[src/rtl/sdm_pkg.sv]
package sdm_pkg;
  localparam int unsigned LOOP_ORDER = 3;

  // feed-forward weight of integrator k; 3,3,1 gives NTF (1 - z^-1)^3
  function automatic int ff_gain(input int unsigned k);
    case (k)
      0:       return 3;
      1:       return 3;
      default: return 1;
    endcase
  endfunction
endpackage

[src/rtl/sdm_lfsr.sv]
module sdm_lfsr #(
  parameter int unsigned W    = 35,
  parameter int unsigned TAP  = 33,
  parameter logic [W-1:0] SEED = 1
) (
  input  logic         clk_i,
  input  logic         rst_ni,
  input  logic         en_i,
  output logic [W-1:0] state_o
);
  logic fb;
  assign fb = state_o[W-1] ^ state_o[TAP-1];

  always_ff @(posedge clk_i or negedge rst_ni) begin
    if (!rst_ni)   state_o <= SEED;
    else if (en_i) state_o <= {state_o[W-2:0], fb};
  end

  a_r10_lfsr_nonzero: assert property (@(posedge clk_i) disable iff (!rst_ni)
    state_o != '0);
  a_r3_lfsr_hold: assert property (@(posedge clk_i) disable iff (!rst_ni)
    !en_i |=> $stable(state_o));
endmodule

[src/rtl/sdm_integ.sv]
module sdm_integ #(
  parameter int unsigned W = 40
) (
  input  logic                clk_i,
  input  logic                rst_ni,
  input  logic                en_i,
  input  logic signed [W-1:0] d_i,
  output logic signed [W-1:0] acc_o
);
  logic signed [W:0] wide;
  assign wide = (W+1)'(acc_o) + (W+1)'(d_i);

  always_ff @(posedge clk_i or negedge rst_ni) begin
    if (!rst_ni)   acc_o <= '0;
    else if (en_i) acc_o <= wide[W-1:0];
  end

  a_r9_no_overflow: assert property (@(posedge clk_i) disable iff (!rst_ni)
    en_i |-> (wide[W] == wide[W-1]));
  a_r3_integ_hold: assert property (@(posedge clk_i) disable iff (!rst_ni)
    !en_i |=> $stable(acc_o));
endmodule

[src/rtl/sdm_loop_filter.sv]
module sdm_loop_filter
  import sdm_pkg::*;
#(
  parameter int unsigned INT_W = 40,
  parameter int unsigned SUM_W = 44
) (
  input  logic                    clk_i,
  input  logic                    rst_ni,
  input  logic                    en_i,
  input  logic signed [INT_W-1:0] err_i,
  output logic signed [SUM_W-1:0] sum_o
);
  logic signed [INT_W-1:0] din [LOOP_ORDER];
  logic signed [INT_W-1:0] acc [LOOP_ORDER];

  for (genvar k = 0; k < LOOP_ORDER; k++) begin : g_stage
    if (k == 0) begin : g_head
      assign din[k] = err_i;
    end else begin : g_chain
      assign din[k] = acc[k-1];
    end
    sdm_integ #(.W(INT_W)) u_integ (
      .clk_i (clk_i),
      .rst_ni(rst_ni),
      .en_i  (en_i),
      .d_i   (din[k]),
      .acc_o (acc[k])
    );
  end

  always_comb begin
    sum_o = '0;
    for (int k = 0; k < LOOP_ORDER; k++)
      sum_o = sum_o + SUM_W'(acc[k]) * SUM_W'(ff_gain(k));
  end
endmodule

[src/rtl/sdm_quant.sv]
module sdm_quant #(
  parameter int unsigned SUM_W   = 44,
  parameter int unsigned CODE_W  = 5,
  parameter int unsigned HALF_SH = 18,
  localparam int unsigned LVL_W  = CODE_W + 2 + HALF_SH
) (
  input  logic signed [SUM_W-1:0] v_i,
  output logic        [CODE_W-1:0] code_o,
  output logic signed [LVL_W-1:0]  level_o
);
  localparam int NLEV = 1 << CODE_W;
  localparam logic signed [SUM_W-1:0] IDX_HI = SUM_W'(NLEV/2 - 1);
  localparam logic signed [SUM_W-1:0] IDX_LO = -SUM_W'(NLEV/2);
  localparam logic signed [SUM_W-1:0] IDX_OF = SUM_W'(NLEV/2);

  logic signed [SUM_W-1:0] idx, idx_off;
  logic signed [CODE_W+1:0] odd;

  always_comb begin
    idx     = v_i >>> (HALF_SH + 1);
    idx_off = idx + IDX_OF;
    if (idx > IDX_HI)      code_o = '1;
    else if (idx < IDX_LO) code_o = '0;
    else                   code_o = idx_off[CODE_W-1:0];
  end

  // odd level 2c+1-NLEV, then scaled by half a step
  assign odd     = $signed({1'b0, code_o, 1'b1}) - $signed((CODE_W+2)'(NLEV));
  assign level_o = LVL_W'(odd) <<< HALF_SH;
endmodule

[src/rtl/sdm3_dither_mod.sv]
module sdm3_dither_mod #(
  parameter int unsigned IN_W      = 24,
  parameter int unsigned CODE_W    = 5,
  parameter int unsigned INT_GUARD = 16,
  parameter int unsigned LFSR_W    = 35,
  parameter int unsigned LFSR_TAP  = 33,
  parameter int unsigned DITH_W    = 8,
  parameter int unsigned DITH_SH   = 9
) (
  input  logic                   clk_i,
  input  logic                   rst_ni,
  input  logic                   en_i,
  input  logic signed [IN_W-1:0] x_i,
  output logic [CODE_W-1:0]      code_o,
  output logic                   valid_o
);
  localparam int unsigned INT_W   = IN_W + INT_GUARD;
  localparam int unsigned SUM_W   = INT_W + 4;
  localparam int unsigned HALF_SH = IN_W - 1 - CODE_W;
  localparam int unsigned LVL_W   = CODE_W + 2 + HALF_SH;
  localparam int NLEV = 1 << CODE_W;
  localparam logic signed [SUM_W-1:0] HALF = SUM_W'(1) <<< HALF_SH;

  logic [LFSR_W-1:0]        lfsr;
  logic signed [DITH_W-1:0] dith_c;
  logic signed [SUM_W-1:0]  dith, filt, qin_nd, qin, qerr;
  logic signed [INT_W-1:0]  err;
  logic signed [LVL_W-1:0]  level;
  logic [CODE_W-1:0]        code_d;

  sdm_lfsr #(.W(LFSR_W), .TAP(LFSR_TAP), .SEED(LFSR_W'(1))) u_lfsr (
    .clk_i  (clk_i),
    .rst_ni (rst_ni),
    .en_i   (en_i),
    .state_o(lfsr)
  );

  // offset-binary LSBs to two's complement, centred on zero
  assign dith_c = $signed({~lfsr[DITH_W-1], lfsr[DITH_W-2:0]});
  assign dith   = SUM_W'(dith_c) <<< DITH_SH;

  sdm_loop_filter #(.INT_W(INT_W), .SUM_W(SUM_W)) u_filt (
    .clk_i (clk_i),
    .rst_ni(rst_ni),
    .en_i  (en_i),
    .err_i (err),
    .sum_o (filt)
  );

  assign qin_nd = SUM_W'(x_i) + filt;
  assign qin    = qin_nd + dith;

  sdm_quant #(.SUM_W(SUM_W), .CODE_W(CODE_W), .HALF_SH(HALF_SH)) u_quant (
    .v_i    (qin),
    .code_o (code_d),
    .level_o(level)
  );

  assign err  = INT_W'(x_i) - INT_W'(level);
  assign qerr = SUM_W'(level) - qin;

  always_ff @(posedge clk_i or negedge rst_ni) begin
    if (!rst_ni) begin
      code_o  <= '0;
      valid_o <= 1'b0;
    end else begin
      valid_o <= en_i;
      if (en_i) code_o <= code_d;
    end
  end

  a_r2_valid_after_en: assert property (@(posedge clk_i) disable iff (!rst_ni)
    en_i |=> valid_o);
  a_r2_no_valid_idle: assert property (@(posedge clk_i) disable iff (!rst_ni)
    !en_i |=> !valid_o);
  a_r3_code_hold: assert property (@(posedge clk_i) disable iff (!rst_ni)
    !en_i |=> $stable(code_o));
  a_r4_error_bound: assert property (@(posedge clk_i) disable iff (!rst_ni)
    (en_i && code_d != '0 && code_d != CODE_W'(NLEV-1)) |->
      (qerr <= HALF && qerr >= -HALF));
endmodule

[config.mk]
export PLATFORM = sky130hd
export DESIGN_NAME = sdm3_dither_mod
export DESIGN_NICKNAME = d
export VERILOG_FILES = /design/src/rtl/sdm_pkg.sv /design/src/rtl/sdm_lfsr.sv /design/src/rtl/sdm_integ.sv /design/src/rtl/sdm_loop_filter.sv /design/src/rtl/sdm_quant.sv /design/src/rtl/sdm3_dither_mod.sv
export SDC_FILE = /design/constraint.sdc
export NUM_CORES = 1
export LEC_CHECK = 0
export ABC_AREA = 1
export BUFFER_PORTS_ARGS = -buffer_cell sky130_fd_sc_hd__buf_2
export CORE_UTILIZATION = 67
export CTS_CLUSTER_SIZE = 14
export DETAILED_ROUTE_END_ITERATION = 12
export PLACE_DENSITY = 0.89
export SLEW_MARGIN = 20
export SYNTH_ARGS = -nofsm -noshare
export SYNTH_HDL_FRONTEND = slang
export SYNTH_SLANG_ARGS = --single-unit
[constraint.sdc]
create_clock -name clk_i -period 9.05 [get_ports clk_i]
set_input_delay 1.3575 -clock clk_i [delete_from_list [all_inputs] [get_ports clk_i]]
set_output_delay 1.3575 -clock clk_i [all_outputs]
set_load 0.01 [all_outputs]
==> results of run 1 <==
worst max-delay path: cells and delay by family, from the launching register on:
kind	cells	cell delay (ns)
fa+ha+maj	7	2.79
simple gates	19	2.58
compound gates	10	2.05
flops	1	0.42
xor+xnor	1	0.30
buf+inv	4	0.25
per-stage QoR:
| stage | util, % | TNS [ns] | hold WS [ns] |
|---|---|---|---|
| after floorplan | - | 0 | 0.442 |
| after global placement | 70.7 | 0 | 0.458 |
| after detailed placement | 70.7 | 0 | 0.461 |
| after CTS | 72.2 | 0 | 0.486 |
| after global routing | 73.0 | -0.0959 | 0.501 |
| final | 73.0 | 0 | 0.480 |
how the worst min path moves through the flow:
stage                                                          startpoint  depth (start not counted)                                         endpoint
final                                               code_o[3]$_DFFE_PN0P_                          2                            code_o[3]$_DFFE_PN0P_
after detailed placement                            code_o[2]$_DFFE_PN0P_                          2                            code_o[2]$_DFFE_PN0P_
after floorplan           u_filt.g_stage[2].u_integ.acc_o[39]$_DFFE_PN0P_                          2  u_filt.g_stage[2].u_integ.acc_o[39]$_DFFE_PN0P_
after global routing                                code_o[3]$_DFFE_PN0P_                          2                            code_o[3]$_DFFE_PN0P_
after global placement                              code_o[3]$_DFFE_PN0P_                          2                            code_o[3]$_DFFE_PN0P_
after CTS                                           code_o[3]$_DFFE_PN0P_                          2                            code_o[3]$_DFFE_PN0P_
cells in the final DEF, fill, tap and decap left out, types with 53 or more instances in the layout:
master     n
nand2_1  790
inv_1    665
ha_1     330
nor2_1   303
a21oi_1  279
o21ai_0  253
dfrtp_1  156
fa_1     140
nand3_1  124
xor2_1    78
xnor2_1   68
buf_4     53
cells by family after synthesis:
logic type	after synthesis	synth area share, %
and+or+nand+nor	1361	22.5
buffers and inverters	704	10.6
xor gates and xnor gates	151	5.32
DFF	161	16.2
adders and majority gates	477	28.2
AOI/OAI and AO/OA	754	17.1
routing by layer:
metal / global-route usage [%] / part of all wire, % / vias to the layer above
li1: - / - / 11800
met1: 50.0 / 40 / 11200
met2: 70.0 / 46 / 996
met3: 7.62 / 8.8 / 223
met4: 21.3 / 5.2 / 0
met5: 0 / 0 / -
flip-flops by register name, indices dropped and copies added, names as in the netlist:
name and cells:
u_filt.g_stage.u_integ.acc_o 120, u_lfsr.state_o 35, code_o 5, valid_o 1
layout make-up:
cell class,count,area (um^2),share of cell area (%)
clock inverter,13,114,0.427
tap,468,586,2.20
clock buffer,19,443,1.66
multi-input combinational,2743,18400,69.1
timing repair buffer,84,559,2.10
inverter,669,2520,9.43
sequential,161,4040,15.1
what timing repair did:
item,CTS,global route
gates resized for setup,0,54
setup endpoints to repair,0,15
setup buffers,0,7
==> flow_summary.toml, run 1 <==
[outcome]
status = "finished clean"

[synthesis]
synth-seq-cells = 161
syn_area_um2 = 24900
synth_edf_count = 0
ys_top_cells_by_area = "ha_1 17%, dfrtp_1 16%, nand2_1 12%, fa_1 11%, inv_1 10%"
ys_top_cells_by_count = "792 x nand2_1, 667 x inv_1, 337 x ha_1"
syn_area_per_cell_um2 = 6.89
yosysSeqAreaShare_pct = 16.2
ys_warn_count = 0
synth_flop_cell = "dfrtp_1"
synth_cell_types = 60
synth_largest_area_cell = "ha_1"
netlist.area_leader.share_pct = 17.0
yosysMostFrequentCell = "nand2_1"
syn_nets = 4112
ys_async_sr_fraction_pct = 100
post_synth_inst_count = 3608

[critical_path]
criticalPathCategory = "flip-flop to flip-flop"
reg2reg_depth = 41
crit_end = "u_filt.g_stage[0].u_integ.acc_o[33]$_DFFE_PN0P_"
cp_slowest_cell = "fa_1"
worst-path-max-fanout = 5
startpoint_type = "flip-flop"
reg2reg_slack_ns = 0.50
end_kind = "flip-flop"
r2r_start = "u_filt.g_stage[0].u_integ.acc_o[12]$_DFFE_PN0P_"
rr_endpoint = "u_filt.g_stage[0].u_integ.acc_o[33]$_DFFE_PN0P_"
required_ns = 9.36
arrival_ns = 8.87
startpoint = "u_filt.g_stage[0].u_integ.acc_o[12]$_DFFE_PN0P_"
cp_common_cell = "nand2_1"
max_stage_delay_ns = 0.55

[routing]
drt_iter0_markers = 1584
drt_wl_total_mm = 77.8
drc = 0
viasPerCell = 5.84
num_vias = 24300
wire_per_inst_um = 18.7
firstDrtPassIters = 6
ant_nets = 0

[floorplan]
core_area_um2 = 36500
rows = 70
die_w_um = 195
io_pins = 33
die-area_um2 = 37900
start_util_pct = 68.1
die_h_um = 195

[sta]
post-route-worst-setup-slack_ns = 0.497
slew_headroom_pct = 32.5
finalSetupViolCount = 0
fin_crit_ns = 8.55
slew_violations = 0
finalCritPeriodShare_pct = 94.5
max_freq_mhz = 117
hold_violations = 0
worst_pin_slew_ns = 1.01
finalClockSkew_ns = 0.0152

[placement]
dp_hpwl_mm = 65.1
dp.cells = 4118
gp_congestion = 1.05
place_area_um2 = 25800
io_buffers = 32
place_ws_ns = 0.218

[global_route]
antenna_found_initial = 0
grt_overflow = 0
grt_util_all_layers_pct = 41.3
grt_pass1_vias = 24100
grt_max_degree = 105
grt_pass1_wl_mm = 121

[cts]
clk_pin_slew_ns = 0.07
htreeDepth = 4
tritoncts = "done"
cts-root-buf = "clkbuf_16"
hold_buffers = 0
clock_sinks = 161
cts_inserted_buffers = 17
clk_path_buf_depth = 2
clock_latency_ns = 0.46

[worst_hold_path]
hold_class = "flip-flop to flip-flop"

[final_layout]
layout.nets = 4180
area.growth.synth_to_final_pct = 7.30
drive_gt1_share_pct = 6.37
fin_cells = 4157
fillCellCount = 3069
diodes = 0
fin_area_um2 = 26700

[job]
maxCapViolations = 0
Power of run 1 is not shown: default switching activity piles up to over one toggle a cycle in this logic, so the estimate is an artifact.
==> run 2, diff against run 1 <==
--- a/config.mk
+++ b/config.mk
@@ -7,6 +7,7 @@
 export LEC_CHECK = 0
 export ABC_AREA = 1
 export BUFFER_PORTS_ARGS = -buffer_cell sky130_fd_sc_hd__buf_2
+export CORE_ASPECT_RATIO = 0.5
 export CORE_UTILIZATION = 67
 export CTS_CLUSTER_SIZE = 14
 export DETAILED_ROUTE_END_ITERATION = 12
==> run 2 against run 1 <==
Against the previous run: cell count about the same; register-to-register slack lost 0.18 ns; via count is 3.8% higher; critical path type unchanged.
==> flow_summary.toml, run 2 (synthesis results as in run 1) <==
[final_layout]
fin_area_um2 = 26700
reg.largest.list = "u_filt.g_stage.u_integ.acc_o x120, u_lfsr.state_o x35, code_o x5"
fin_cells = 4161
final_common_cell = "nand2_1"
area.growth.synth_to_final_pct = 7.48
drive_gt1_share_pct = 6.55
layout.nets = 4168
largest_reg_flops = 120
diodes = 0
final_cell_mix = "791 x nand2_1, 665 x inv_1, 327 x ha_1"
regMostFlops = "u_filt.g_stage.u_integ.acc_o"
postLayoutCoreUtil_pct = 73.7

[sta]
finalClockSkew_ns = 0.0199
finalCritPeriodShare_pct = 96.5
hold_violations = 0
finalSetupViolCount = 0
post-route-worst-setup-slack_ns = 0.318
slew_violations = 0
max_freq_mhz = 115
worst_pin_slew_ns = 0.965
fin_crit_ns = 8.73
slew_headroom_pct = 35.6

[routing]
wl_met3_mm = 12.4
wire_per_inst_um = 20.0
viasPerCell = 6.05
num_vias = 25200
ant_nets = 0
drt_wl_total_mm = 83.0
wl_met2_mm = 33.1
drt_iter0_markers = 2927
firstDrtPassIters = 7
wl_met1_mm = 34.7
drc = 0
top_layer = "met4"

[critical_path]
reg2reg_depth = 48
max_stage_delay_ns = 0.54
worst-path-max-fanout = 6
startpoint_type = "flip-flop"
cp_slowest_cell = "fa_1"
cp.depth = 48
arrival_ns = 9.04
path_delay_family = "adder cells"
end_kind = "flip-flop"
criticalPathCategory = "flip-flop to flip-flop"
required_ns = 9.36
critPathBufInv = 8

[placement]
dp_hpwl_mm = 69.4
place_area_um2 = 25800
io_buffers = 32
gp_congestion = 1.11
place_ws_ns = 0.117
dp.cells = 4125

[cts]
clock_sinks = 161
cts_inserted_buffers = 17
cts-root-buf = "clkbuf_16"
clk_pin_slew_ns = 0.09
clock_latency_ns = 0.46
htreeDepth = 4
tritoncts = "done"
hold_buffers = 0
clk_path_buf_depth = 2

[outcome]
status = "finished clean"

[job]
maxCapViolations = 0

[floorplan]
rows = 49
die_w_um = 274
start_util_pct = 68.6
die_h_um = 138
core_area_um2 = 36200
die-area_um2 = 37900
io_pins = 33

[global_route]
grt_pass1_wl_mm = 128
grt_overflow = 0
grt_max_degree = 106
grt_util_all_layers_pct = 44.0
grt_pass1_vias = 23800
antenna_found_initial = 0

[worst_hold_path]
holdPathStages = 2
hold_class = "flip-flop to flip-flop"
[run 2: cell count changes in the layout (fill, tap and decap cells not counted), moves of 4 or more]
cell / change
buf_4: -12
clkinv_8: +4
dfrtp_1: -6
dfrtp_2: +6
ha_2: +7
ha_4: -4
inv_6: -5
inv_8: +4
[run 2: area by class of cell]
class,instances,area (um^2)
multi-input combinational,2743,18500
sequential,161,4040
inverter,669,2520
tap,484,606
clock buffer,17,425
fill,2917,9520
timing repair buffer,72,469
clock inverter,15,204
[run 2: worst reg2reg max path, delay by kind of cell, from the launching register on]
kind            cells  cell delay [ns]
simple gates       25             2.86
fa+ha+maj           7             2.92
xor+xnor            1             0.17
compound gates      7             1.22
buf+inv             8             0.92
flops               1             0.48
[run 2: worst paths after layout]
kind / startpoint / to / slack (ns)
setup reg to reg: u_filt.g_stage[0].u_integ.acc_o[8]$_DFFE_PN0P_ / u_filt.g_stage[0].u_integ.acc_o[36]$_DFFE_PN0P_ / 0.32
max in group asynchronous: rst_ni / u_filt.g_stage[0].u_integ.acc_o[15]$_DFFE_PN0P_ / 6.41
setup / recovery: u_filt.g_stage[0].u_integ.acc_o[8]$_DFFE_PN0P_ / u_filt.g_stage[0].u_integ.acc_o[36]$_DFFE_PN0P_ / 0.32
hold / removal: u_filt.g_stage[2].u_integ.acc_o[39]$_DFFE_PN0P_ / u_filt.g_stage[2].u_integ.acc_o[39]$_DFFE_PN0P_ / 0.48
min in group asynchronous: rst_ni / u_lfsr.state_o[33]$_DFFE_PN0P_ / 0.95
hold reg to reg: u_filt.g_stage[2].u_integ.acc_o[39]$_DFFE_PN0P_ / u_filt.g_stage[2].u_integ.acc_o[39]$_DFFE_PN0P_ / 0.48
[run 2: per-layer routing]
metal | vias to the layer above | global-route usage (%)
li1 | 11800 | -
met1 | 11700 | 61.9
met2 | 1432 | 63.2
met3 | 229 | 15.4
met4 | 0 | 13.4
met5 | - | 0
[run 2: timing repair]
action	in CTS	in global routing
resized for setup	0	74
buffers inserted	0	4
endpoints found under the setup margin	0	17
[run 2: through the flow]
step / hold slack [ns] / setup TNS [ns]
after floorplan: 0.442 / 0
after global placement: 0.453 / 0
after detailed placement: 0.463 / 0
after CTS: 0.481 / 0
after global routing: 0.516 / -0.243
final: 0.481 / 0
Power of run 2 is left out for the same reason.
